`config.mk`:
```
export PLATFORM = sky130hd
export DESIGN_NAME = burst_addr_seq
export DESIGN_NICKNAME = d
export VERILOG_FILES = /design/src/rtl/bseq_pkg.sv /design/src/rtl/bseq_base_reg.sv /design/src/rtl/bseq_beat_ctr.sv /design/src/rtl/bseq_ofs_gen.sv /design/src/rtl/burst_addr_seq.sv
export SDC_FILE = /design/constraint.sdc
export NUM_CORES = 1
export LEC_CHECK = 0
export CORE_MARGIN = 2
export CORE_UTILIZATION = 39
export DETAILED_ROUTE_END_ITERATION = 6
export GPL_TIMING_DRIVEN = 0
export MAX_ROUTING_LAYER = met4
export PLACE_DENSITY_LB_ADDON = 0.2
export SETUP_SLACK_MARGIN = 0.15
export SYNTH_ARGS = -nofsm -noshare
export SYNTH_HDL_FRONTEND = slang
export SYNTH_SLANG_ARGS = --single-unit
```
`constraint.sdc`:
```
create_clock -name clk -period 1.2 [get_ports clk]
set_clock_uncertainty 0.05 [all_clocks]
set_input_delay 0.18 -clock clk [delete_from_list [all_inputs] [get_ports clk]]
set_output_delay 0.18 -clock clk [all_outputs]
set_load 0.01 [all_outputs]
```
`src/rtl/bseq_pkg.sv`:
```
package bseq_pkg;
  localparam int unsigned BEAT_W = 2;

  typedef enum logic {
    ORD_LINEAR = 1'b0,
    ORD_XOR    = 1'b1
  } burst_order_e;
endpackage

```
`src/rtl/bseq_base_reg.sv`:
```
module bseq_base_reg
  import bseq_pkg::*;
#(
  parameter int unsigned ADDR_W = 18
) (
  input  logic                     clk,
  input  logic                     rst,
  input  logic                     load,
  input  logic [ADDR_W-1:0]        load_addr,
  input  logic                     order_in,
  output logic [ADDR_W-BEAT_W-1:0] upper_q,
  output logic [BEAT_W-1:0]        base_lo_q,
  output burst_order_e             order_q
);
  localparam int unsigned UP_W = ADDR_W - BEAT_W;

  always_ff @(posedge clk) begin
    if (rst) begin
      upper_q   <= '0;
      base_lo_q <= '0;
      order_q   <= ORD_LINEAR;
    end else if (load) begin
      upper_q   <= load_addr[ADDR_W-1:BEAT_W];
      base_lo_q <= load_addr[BEAT_W-1:0];
      order_q   <= burst_order_e'(order_in);
    end
  end

  AST_UPPER_HOLD: assert property (@(posedge clk) disable iff (rst)
    !load |=> $stable(upper_q)) else $error("upper bits moved without load");
  AST_ORDER_HOLD: assert property (@(posedge clk) disable iff (rst)
    !load |=> $stable(order_q)) else $error("order changed without load");
  AST_LOAD_CAPT: assert property (@(posedge clk) disable iff (rst)
    load |=> upper_q == $past(load_addr[ADDR_W-1:BEAT_W])) else $error("base not captured");

  logic [UP_W-1:0] unused_w;
  assign unused_w = upper_q;
endmodule

```
`src/rtl/bseq_beat_ctr.sv`:
```
module bseq_beat_ctr
  import bseq_pkg::*;
(
  input  logic              clk,
  input  logic              rst,
  input  logic              load,
  input  logic              step,
  output logic [BEAT_W-1:0] cnt_q,
  output logic              cont_q
);
  localparam logic [BEAT_W-1:0] CNT_ONE = BEAT_W'(1);

  always_ff @(posedge clk) begin
    if (rst) begin
      cnt_q  <= '0;
      cont_q <= 1'b0;
    end else if (load) begin
      cnt_q  <= '0;
      cont_q <= 1'b0;
    end else if (step) begin
      cnt_q  <= cnt_q + CNT_ONE;
      cont_q <= 1'b1;
    end
  end

  AST_CNT_STEP: assert property (@(posedge clk) disable iff (rst)
    step && !load |=> cnt_q == $past(cnt_q) + CNT_ONE) else $error("beat count step");
  AST_CONT_SET: assert property (@(posedge clk) disable iff (rst)
    step && !load |=> cont_q) else $error("continuation flag not set");
  AST_LOAD_CLR: assert property (@(posedge clk) disable iff (rst)
    load |=> (cnt_q == '0) && !cont_q) else $error("load did not clear count");
  AST_IDLE_HOLD: assert property (@(posedge clk) disable iff (rst)
    !load && !step |=> $stable(cnt_q) && $stable(cont_q)) else $error("count moved while idle");
endmodule

```
`src/rtl/bseq_ofs_gen.sv`:
```
module bseq_ofs_gen
  import bseq_pkg::*;
(
  input  logic [BEAT_W-1:0] base_lo,
  input  logic [BEAT_W-1:0] cnt,
  input  burst_order_e      order,
  output logic [BEAT_W-1:0] ofs
);
  logic [BEAT_W-1:0] lin_ofs;
  logic [BEAT_W-1:0] xor_ofs;

  assign lin_ofs = base_lo + cnt;

  for (genvar b = 0; b < BEAT_W; b++) begin : g_xor_bit
    assign xor_ofs[b] = base_lo[b] ^ cnt[b];
  end

  always_comb begin
    unique case (order)
      ORD_XOR:    ofs = xor_ofs;
      default:    ofs = lin_ofs;
    endcase
  end
endmodule

```
`src/rtl/burst_addr_seq.sv`:
```
module burst_addr_seq
  import bseq_pkg::*;
#(
  parameter int unsigned ADDR_W = 18
) (
  input  logic              clk,
  input  logic              rst,
  input  logic              clk_en,
  input  logic              adv_nload,
  input  logic              order_sel,
  input  logic [ADDR_W-1:0] load_addr,
  output logic [ADDR_W-1:0] cur_addr,
  output logic [1:0]        beat_ofs,
  output logic              cont_beat
);
  localparam int unsigned UP_W = ADDR_W - BEAT_W;

  logic              do_load;
  logic              do_step;
  logic [UP_W-1:0]   upper_q;
  logic [BEAT_W-1:0] base_lo_q;
  logic [BEAT_W-1:0] cnt_q;
  logic [BEAT_W-1:0] ofs;
  burst_order_e      order_q;

  assign do_load = clk_en && !adv_nload;
  assign do_step = clk_en &&  adv_nload;

  bseq_base_reg #(.ADDR_W(ADDR_W)) u_base (
    .clk       (clk),
    .rst       (rst),
    .load      (do_load),
    .load_addr (load_addr),
    .order_in  (order_sel),
    .upper_q   (upper_q),
    .base_lo_q (base_lo_q),
    .order_q   (order_q)
  );

  bseq_beat_ctr u_ctr (
    .clk    (clk),
    .rst    (rst),
    .load   (do_load),
    .step   (do_step),
    .cnt_q  (cnt_q),
    .cont_q (cont_beat)
  );

  bseq_ofs_gen u_ofs (
    .base_lo (base_lo_q),
    .cnt     (cnt_q),
    .order   (order_q),
    .ofs     (ofs)
  );

  assign cur_addr = {upper_q, ofs};
  assign beat_ofs = ofs;

  AST_FREEZE: assert property (@(posedge clk) disable iff (rst)
    !clk_en |=> $stable(cur_addr) && $stable(cont_beat)) else $error("state moved while frozen");
  AST_LOAD_ADDR: assert property (@(posedge clk) disable iff (rst)
    do_load |=> cur_addr == $past(load_addr)) else $error("loaded address wrong");
  AST_ADV_UPPER: assert property (@(posedge clk) disable iff (rst)
    do_step |=> cur_addr[ADDR_W-1:BEAT_W] == $past(cur_addr[ADDR_W-1:BEAT_W])) else $error("carry into upper bits");
  AST_RESET_ZERO: assert property (@(posedge clk)
    rst |=> (cur_addr == '0) && !cont_beat) else $error("reset state");
endmodule

```
Word-level counts from Yosys, hierarchy flattened
Cells that the tools add are included.
{"block": "op_classes", "add_sub_neg": 2, "muxes": 1, "bitwise_logic": 2, "n_reduce_logical": 4}
{"operator": "adder 2 x 1 -> 2 bit, second input constant", "count": 1}
{"operator": "adder 2 bit", "count": 1}
{"operator": "logical AND 1 bit", "count": 2}
{"operator": "2-to-1 mux 2 bit", "count": 1}
{"operator": "OR reduction 2 bit", "count": 1}
{"operator": "bitwise XOR 1 bit", "count": 2}
{"operator": "zero test 1 bit", "count": 1}
{"block": "totals", "reg_bits": 22, "input_bits": 23, "out_inout_bits": 21, "word_cells": 14}

Longest topological paths before layout
{"block": "depth", "word_depth": 3, "mapped_depth": 5, "depth_no_buf": 3}

Modules after synthesis
Synthesis repeated with hierarchy kept, for this count alone.
{"block": "hier_totals", "cells_unflattened": 80, "hier_area_um2": 863.3}
{"module": "bseq_base_reg", "instances": 1, "cells_each": 61, "area_per_inst_um2": 683.2, "seq_area_each_um2": 380.4}
{"module": "bseq_beat_ctr", "instances": 1, "cells_each": 11, "area_per_inst_um2": 112.6, "seq_area_each_um2": 60.1}
{"module": "bseq_ofs_gen", "instances": 1, "cells_each": 4, "area_per_inst_um2": 36.3, "seq_area_each_um2": 0.0}
{"module": "burst_addr_seq", "instances": 1, "cells_each": 4, "area_per_inst_um2": 31.3, "seq_area_each_um2": 0.0}

Least setup slack after synthesis
OpenSTA, ideal clock, no wires.
{"block": "synth_timing", "kind": "reg-to-output", "start": "reg u_ctr.cnt_q[0]", "end": "out cur_addr[1]", "arrival_time_ps": 1058, "required_time_ps": 970, "path_slack_ps": -88, "stages_incl_launch_ff": 5, "n_path_buf": 1, "path_cell_list": "dfxtp_1 -> ha_1 -> nor2b_1 -> xnor2_1 -> buf_4"}
{"block": "synth_via", "elab_chain_cells": 2}
{"element": "start, declared", "line_no": "bseq_beat_ctr.sv:8", "rtl": "output logic [BEAT_W-1:0] cnt_q,"}
{"element": "start signal, assigned", "line_no": "bseq_beat_ctr.sv:21", "rtl": "cnt_q <= cnt_q + CNT_ONE;"}
{"element": "adder 2 bit", "line_no": "bseq_ofs_gen.sv:12", "rtl": "assign lin_ofs = base_lo + cnt;"}
{"element": "2-to-1 mux 2 bit", "line_no": "bseq_ofs_gen.sv:19", "rtl": "unique case (order)"}
{"element": "end, declared", "line_no": "burst_addr_seq.sv:12", "rtl": "output logic [ADDR_W-1:0] cur_addr,"}
No other way between the ends.

Worst setup path after layout
{"block": "layout_timing", "start": "reg u_base.base_lo_q[0]", "end": "out cur_addr[1]"}
{"block": "layout_via", "elab_chain_cells": 2}
{"element": "start, declared", "line_no": "bseq_base_reg.sv:12", "rtl": "output logic [BEAT_W-1:0] base_lo_q,"}
{"element": "start signal, assigned", "line_no": "bseq_base_reg.sv:24", "rtl": "base_lo_q <= load_addr[BEAT_W-1:0];"}
{"element": "adder 2 bit", "line_no": "bseq_ofs_gen.sv:12"}
{"element": "2-to-1 mux 2 bit", "line_no": "bseq_ofs_gen.sv:19"}
No other way between the ends.

==> run summary <==
status = finished with violations
failing checks = setup timing
Final Worst Setup Slack = -328 ps
pin count of the biggest net entering global routing = 13
Avg Inst Size Synth = 8.56 µm²
Vias/cell = 4.69
crit share post-route = 127%
cell family with most CP delay = flip-flops
violation count after the first detailed-route iteration = 5
max-cap violations = 0
drt drc = 0
post-detail-place hpwl = 1.48 mm
overall global routing resource usage = 17.3%
CP max stage delay = 350 ps
CTS H-tree lvls = 1
final-report setup violation count = 4
CP Class = reg -> out
HP Class = in -> reg
Setup TNS = -764 ps
Rows = 17
post-synthesis register bit count = 22
CP Depth = 5
PwrDens = 1050 nW/µm²
n_diodes = 0
Slew @ Worst Pin = 283 ps
Horiz. Die Dim = 51.6 µm
RSZ-0062 raised after global routing = yes
synth warn = 0
Final min period = 1530 ps
CP required = 970 ps
RePlAce Congestion = 0.698
Net Sw Power = 0.356 mW
Placed Area = 1370 µm²
Max Buffers Root-to-Sink = 2
clock latency on the worst-skew pair = 300 ps
Cells after Synth = 103
Yosys cell types = 17
initial antenna violation count = 0
Synth area leader = dfxtp_1
Boundary Pins = 44
CP endpoint kind = output port
Layout Nets = 179
Reg power frac = 53.3%
Worst VDD drop = 0.000794 V
Mapped Nets = 127
Worst-path clk slew = 110 ps
drt total wl = 2.04 mm
core box area = 2170 µm²
I/O Buffers = 43
1st-pass router iterations = 4
Design Area, Final = 1410 µm²
CTS buffer count = 3
Antenna Nets Post-Route = 0
clock root buffer = clkbuf_4
final hold vios = 0
DR WL/cell = 11.2 µm
number of global-route vias before repair = 778
Comb power frac = 19.5%
cell depth of the worst hold path = 3
Layout area overhead = 60.3%
Sinks on Clock Net = 22
Max Fclk = 0.654 GHz
grt total ovfl = 0
critical-path cell list = ha_4 -> nor2b_4 -> xnor2_2 -> buf_4 -> buf_6
Sw Ratio = 24.0%
largest cells by area after synthesis = dfxtp_1 (50%), nand2_1 (17%), a21oi_2 (9.9%), a21oi_1 (6.2%), buf_4 (4.3%)
internal cell power = 1.12 mW
fraction of layout cells with a size suffix above 1 = 46.1%
R2R depth = 3
Die Area = 2660 µm²
worst hold slack = 291 ps
Pleak = 0.590 nW
Max stage delay cell, worst path = dfxtp_2
initial core utilization = 40.7%
register area share after synthesis = 49.9%
post-place setup slack = -463 ps
area fraction of the dominant cell type after synthesis = 49.9%
hold buffers post-CTS = 0
DR vias = 853
Max Slew Vio Count = 0
WP buf/inv = 2
Crit Path Max Fanout = 2
Max-slew headroom = 81.1%
first-pass GRT wire length = 3.35 mm
CTS tree = yes
Clock power frac = 27.2%
Startpoint Class = flip-flop
chip height = 51.6 µm
CP Data Arrival Time = 1300 ps
Mapped Area = 882 µm²
cell families (layout without fill, tap and decap cells):
family,Yosys count,count (layout),share of synthesized area [%]
mux,1,1,1.28
flops,22,22,49.9
xor+xnor,2,2,1.99
simple gates,46,46,21.3
compound gates,22,22,16.7
fa+ha+maj,1,1,1.42
buf+inv,9,60,7.37
final timing paths:
check,from,end,slack [ps]
worst max-delay path,u_base.base_lo_q[0],cur_addr[1],-330
worst min-delay path,adv_nload,u_ctr.cont_q,290
worst max register to register,u_ctr.cnt_q[0],u_ctr.cnt_q[0],210
worst min register to register,u_base.upper_q[15],u_base.upper_q[15],410
Yosys cell counts (all sizes together):
cell type / count
mux2: 1
o21ai: 1
xnor2: 2
nand2: 40
buf: 8
inv: 1
nor2b: 3
ha: 1
nand4b: 1
dfxtp: 22
nor2: 1
nand2b: 1
a21oi: 21
layout make-up:
type,count,area [µm²]
repair buffers,47,397
multi-input cells,72,412
well taps,28,35.0
flip-flops and latches,22,464
fillers,199,756
plain buffers,8,66.3
clock buffers,4,36.3
inverters,1,3.75
per-layer routing:
layer	GRT usage (%)	part of all wire, %
met5	-	0
met4	9.21	2.1
met3	2.87	6.0
met2	28.4	49
met1	20.2	43
metrics by stage:
step                instances  power (mW)  utilization, %
detailed placement        174        1.09            63.0
global placement          174        1.09            63.0
global route              182        1.56            65.2
CTS                       182        1.49            64.0
finish                    182        1.48            65.2
floorplan                 103       0.924               -
layout by cell type (no fill, tap or decap):
| master | count |
|---|---|
| nor2b_4 | 1 |
| buf_6 | 8 |
| inv_1 | 1 |
| dfxtp_2 | 19 |
| mux2_2 | 1 |
| nor2b_1 | 2 |
| dfxtp_1 | 3 |
| o21ai_0 | 1 |
| nand2b_1 | 1 |
| clkbuf_4 | 3 |
| xnor2_2 | 2 |
| nand4b_1 | 1 |
| clkbuf_8 | 1 |
| clkbuf_2 | 1 |
| dlygate4sd2_1 | 2 |
| buf_8 | 1 |
| ha_4 | 1 |
| a21oi_2 | 10 |
| buf_2 | 15 |
| clkdlybuf4s50_1 | 20 |
| nand2_1 | 40 |
| buf_4 | 8 |
| a21oi_1 | 11 |
| nor2_1 | 1 |
sequential cells by signal, indices dropped and copies added, names as in the netlist:
register	flops
u_base.upper_q	16
u_base.base_lo_q	2
u_ctr.cnt_q	2
u_base.order_q	1
u_ctr.cont_q	1
worst min-delay path, cell delays in order:
cell and delay (ps):
dlygate4sd2_1 270, nand2_1 100, a21oi_1 60
power by group through the flow:
stage / logic, mW / clock network, mW / registers (mW)
after floorplan: 0.114 / 0 / 0.810
after global placement: 0.288 / 0 / 0.799
after detailed placement: 0.292 / 0 / 0.800
after CTS: 0.284 / 0.417 / 0.788
after global routing: 0.313 / 0.453 / 0.794
final: 0.288 / 0.402 / 0.790
timing repair:
item                       in CTS  in global routing
setup endpoints to repair      40                 16
pin swaps                       1                  0
setup buffers                   4                  0
gates resized for setup       110                  5
Power figures use the tool's default switching activity.
